<file path="src/rtl/boost_pkg.sv">
package boost_pkg;
  localparam int unsigned CNT_W   = 16;
  localparam int unsigned N_PHASE = 2;
  typedef logic [CNT_W-1:0] cnt_t;
endpackage

</file>
<file path="src/rtl/boost_oneshot.sv">
module boost_oneshot #(
  parameter int unsigned CNT_W = 16
) (
  input  logic             clk_i,
  input  logic             rst_ni,
  input  logic             clear_i,
  input  logic             trig_i,
  input  logic [CNT_W-1:0] dur_i,
  output logic             active_o
);
  logic [CNT_W-1:0] cnt_q;

  // the duration is copied only on a trigger; a trigger always reloads
  always_ff @(posedge clk_i or negedge rst_ni) begin
    if (!rst_ni)             cnt_q <= '0;
    else if (clear_i)        cnt_q <= '0;
    else if (trig_i)         cnt_q <= dur_i;
    else if (cnt_q != '0)    cnt_q <= cnt_q - 1'b1;
  end

  assign active_o = (cnt_q != '0);
endmodule

</file>
<file path="src/rtl/bilevel_boost_timer.sv">
module bilevel_boost_timer
  import boost_pkg::*;
#(
  parameter int unsigned DUR_W = CNT_W,
  parameter int unsigned NPH   = N_PHASE
) (
  input  logic             clk_i,
  input  logic             rst_ni,
  input  logic             inhibit_i,
  input  logic [DUR_W-1:0] dur_i,
  input  logic [NPH-1:0]   trig_i,
  output logic [NPH-1:0]   boost_o
);
  logic [NPH-1:0] active;

  for (genvar p = 0; p < NPH; p++) begin : g_phase
    boost_oneshot #(.CNT_W(DUR_W)) u_shot (
      .clk_i    (clk_i),
      .rst_ni   (rst_ni),
      .clear_i  (inhibit_i),
      .trig_i   (trig_i[p]),
      .dur_i    (dur_i),
      .active_o (active[p])
    );
  end

  // inhibit gates the enables combinationally so they drop in the same cycle
  assign boost_o = active & {NPH{~inhibit_i}};
endmodule

</file>
<file path="config.mk">
export PLATFORM = sky130hd
export DESIGN_NAME = bilevel_boost_timer
export DESIGN_NICKNAME = d
export VERILOG_FILES = /design/src/rtl/boost_pkg.sv /design/src/rtl/boost_oneshot.sv /design/src/rtl/bilevel_boost_timer.sv
export SDC_FILE = /design/constraint.sdc
export NUM_CORES = 1
export LEC_CHECK = 0
export BUFFER_PORTS_ARGS = -buffer_cell sky130_fd_sc_hd__clkbuf_2
export CAP_MARGIN = 20
export CELL_PAD_IN_SITES_DETAIL_PLACEMENT = 0
export CELL_PAD_IN_SITES_GLOBAL_PLACEMENT = 1
export CORE_MARGIN = 8
export CORE_UTILIZATION = 40
export CTS_BUF_LIST = sky130_fd_sc_hd__clkbuf_4 sky130_fd_sc_hd__clkbuf_8 sky130_fd_sc_hd__clkbuf_16
export DETAILED_ROUTE_END_ITERATION = 10
export PLACE_DENSITY_LB_ADDON = 0.1
export SYNTH_ARGS = -nofsm -noshare
export SYNTH_HDL_FRONTEND = slang
export SYNTH_SLANG_ARGS = --single-unit
</file>
<file path="constraint.sdc">
create_clock -name clk_i -period 1.7 [get_ports clk_i]
set_input_delay 0.085 -clock clk_i [delete_from_list [all_inputs] [get_ports clk_i]]
set_output_delay 0.085 -clock clk_i [all_outputs]
set_load 0.01 [all_outputs]
</file>
==> results.md <==
* Row Count at 26
* Crit path kind: flop to flop
* N_diodes at 0
* GRT Util Overall at roughly 15%
* Critical Path RT at between 1.5 and 2 ns
* Most frequent cells in the layout: nor2_1, dfrtp_1, buf_4
* RR Startpoint: g_phase[0].u_shot.cnt_q[0]
* CP dominant cell by count: buf_4
* Sw Share at around 32%
* Post-Route WL at between 5000 and 6000 um
* Mapped Area at between 0.002 and 0.0025 mm2
* Reg with most FFs: g_phase.u_shot.cnt_q
* Vias in the first global route at approximately 1.8k
* PwrDens at ~890 mW/mm2
* NetSw at about 0.75 mW
* Status: finished with violations
* Initial DRC count at 137
* Comb power frac at between 30% and 40%
* H-tree Lvls at 2
* Slew HR at between 60% and 70%
* Fraction of registers with async set/reset at 100%
* Warnings, synthesis at 0
* Global-route wire length before repair at roughly 8800 um
* Via count of the routed design at 1735
* F_max at approximately 530 MHz
* Routed wire length per instance at 15.9 um
* Buffers added on ports at 22
* Final cell count without fillers at 340
* Yosys top cell area share at between 30 and 40%
* Hold_sp: dur_i[7]
* Clock share of power at 28.0%
* Nets at between 200 and 300
* Worst setup path start: g_phase[0].u_shot.cnt_q[0]
* CTS tree: built
* Crit path capture type: flop
* Largest net degree at the start of global routing at 23
* Filler cells at around 500
* Final setup violation count at 7
* FF+latch count, synth at 32
* Skew final at 0.00341 ns
* PnR Total Power at about 2.3 mW
* Crit-path cells: inv_2 > ha_4 > nor3b_4 > nand3_2 > nor4_4 > buf_4 > buf_4 > buf_6 > or4_4 > o211ai_1
* Register share of total power at 39.9%
* Period utilisation layout at 110%
* Worst slew pin tran at 0.597 ns
* Detailed-route vias per instance at around 5.1
* Period minus WS final at roughly 1.9 ns
* Worst setup margin at -0.178 ns
* Worst-Skew Late Latency at ~0.28 ns
* Slowest cell on crit path: or4_4
* Area growth syn-to-layout at 28.4%
* Die ar. at 0.00763 mm2
* Distinct cell type count after synthesis at 40
* Top Ports at 23
* Post-DP Area at 0.00237 mm2
* Post-synth EDFFs at 0
* Antenna Violating Nets Remaining at 0
* Most common cell after layout, fill and taps aside: nor2_1
* Top post-synthesis cells by area: dfrtp_1, xnor2_1, nor2_1
* Clk slew on worst S/H paths at ~0.07 ns
* Pre-antenna DRT Iters at 4
* Initial Util at 40.7%
* Worst Path Arrival at slightly above 2 ns
* Initial antenna violation count at 0
* Pleak at 1.12 nW
* Die X at roughly 87 um
* Gate Count Post-Synth at roughly 220
* Final hold vios at 0
* RSZ-0062 raised after global routing: true
* Core area at roughly 0.005 mm2
* Max Root-Sink Buffers at 2
* Placer Congestion at 0.812
* # clock sinks at 32
* Max Slew Vio Count at 0
* Final instance area at around 0.0026 mm2
* Max_cap viols at 0
* Hold WS at around 0.047 ns
* Top flop regs: g_phase.u_shot.cnt_q: 32 flops
* Seq/Total Area, Yosys at about 39%
* Syn_nets at between 200 and 250
* Worst-path fanout max at 2
* Failing checks: negative setup slack
* Max reg flops at 32
* Cell taking the most area after synthesis: dfrtp_1
* Startpoint type of the worst setup path: flop
* DR DRC count at 0
* Die Height at 87.4 um
* Synthesized area per cell at ~9.4 um2
* Total gr overflow at 0
* Peak supply drop at 0.000354 V
* P_int at approximately 1.6 mW
* Delay of the slowest critical-path stage at ~0.4 ns
* Cells after DPL at 322
* HPWL after detailed placement at 3950 um
* Hold Path Class: input port to flop
* Layout cell share with drive strength beyond 1 at a little under two fifths
* CTS root buf: clkbuf_8
* Total CTS buffers at 5
* Top FF cell, synth: dfrtp_1
cell usage after synthesis, types with 3 or more instances:
master / count
a211oi_1: 4
nor4_4: 3
dfrtp_1: 32
nor2_1: 33
nor3_2: 4
nor3_1: 3
nand3_1: 3
a21oi_1: 14
xnor2_1: 24
a21oi_2: 4
mux2i_1: 6
nand2_1: 29
nand4_1: 4
inv_1: 4
clkbuf_1: 7
o21ai_0: 4
final timing paths:
check	to	slack [ns]	cells past startpoint
setup reg to reg	g_phase[0].u_shot.cnt_q[1]	-0.18	10
hold reg to reg	g_phase[1].u_shot.cnt_q[15]	0.62	2
max in group asynchronous	g_phase[1].u_shot.cnt_q[1]	0.84	3
min in group asynchronous	g_phase[1].u_shot.cnt_q[11]	0.34	2
hold / removal	g_phase[1].u_shot.cnt_q[7]	0.05	3
setup / recovery	g_phase[0].u_shot.cnt_q[1]	-0.18	10
layer usage:
metal | up-vias | part of all wire, % | GRT usage [%] | wire length, um
li1 | 851 | - | - | -
met3 | 6 | 4.6 | 4.06 | 249
met1 | 834 | 47 | 19.5 | 2540
met2 | 44 | 47 | 23.8 | 2520
met5 | - | 0 | 0 | 0
met4 | 0 | 1.5 | 5.63 | 79
power groups by stage:
stage	Sequential, mW	Combinational, mW	Clock, mW
floorplan	0.926	0.449	0
global placement	0.925	0.660	0
detailed placement	0.931	0.667	0
CTS	0.919	0.700	0.663
global route	0.935	0.819	0.697
finish	0.925	0.743	0.649
stage by stage:
step | worst slack, ns | utilization, % | setup TNS (ns)
after floorplan | -0.111 | - | -1.84
after global placement | -0.0472 | 47.4 | -0.155
after detailed placement | -0.0726 | 47.4 | -0.361
after CTS | -0.207 | 50.5 | -2.06
after global routing | -0.284 | 52.2 | -3.64
final | -0.178 | 52.2 | -0.748
cell type report:
cell class	instances	area, um2	share of cell area (%)
multi-input combinational	169	1240	47.4
inverter	6	22.5	0.861
tap	70	87.6	3.35
sequential	32	801	30.6
clock buffer	8	97.6	3.73
timing repair buffer	55	368	14.1
cell families after synthesis:
logic type | Yosys count | share of synthesized area (%)
AND/OR/NAND/NOR | 100 | 29.5
multiplexers | 6 | 2.95
AO/OA/AOI/OAI | 37 | 12.7
flip-flops | 32 | 39.3
adder cells (fa/ha/maj) | 2 | 1.23
XOR/XNOR | 24 | 10.3
buffers and inverters | 15 | 3.93
worst max-delay path, delay by kind of cell, from the launching register on:
kind                     cells  cell delay, ns
buffers and inverters        4            0.46
AND/OR/NAND/NOR              4            0.71
AO/OA/AOI/OAI                1            0.10
adder cells (fa/ha/maj)      1            0.16
flip-flops                   1            0.37
what timing repair did:
action | 4_1_cts | 5_1_grt
endpoints found under the hold margin | 20 | 0
buffers inserted | 4 | 6
hold buffers | 1 | 0
endpoints found under the setup margin | 18 | 34
pin swaps | 7 | 6
resized for setup | 4 | 15
(Power assumes the default switching activity.)
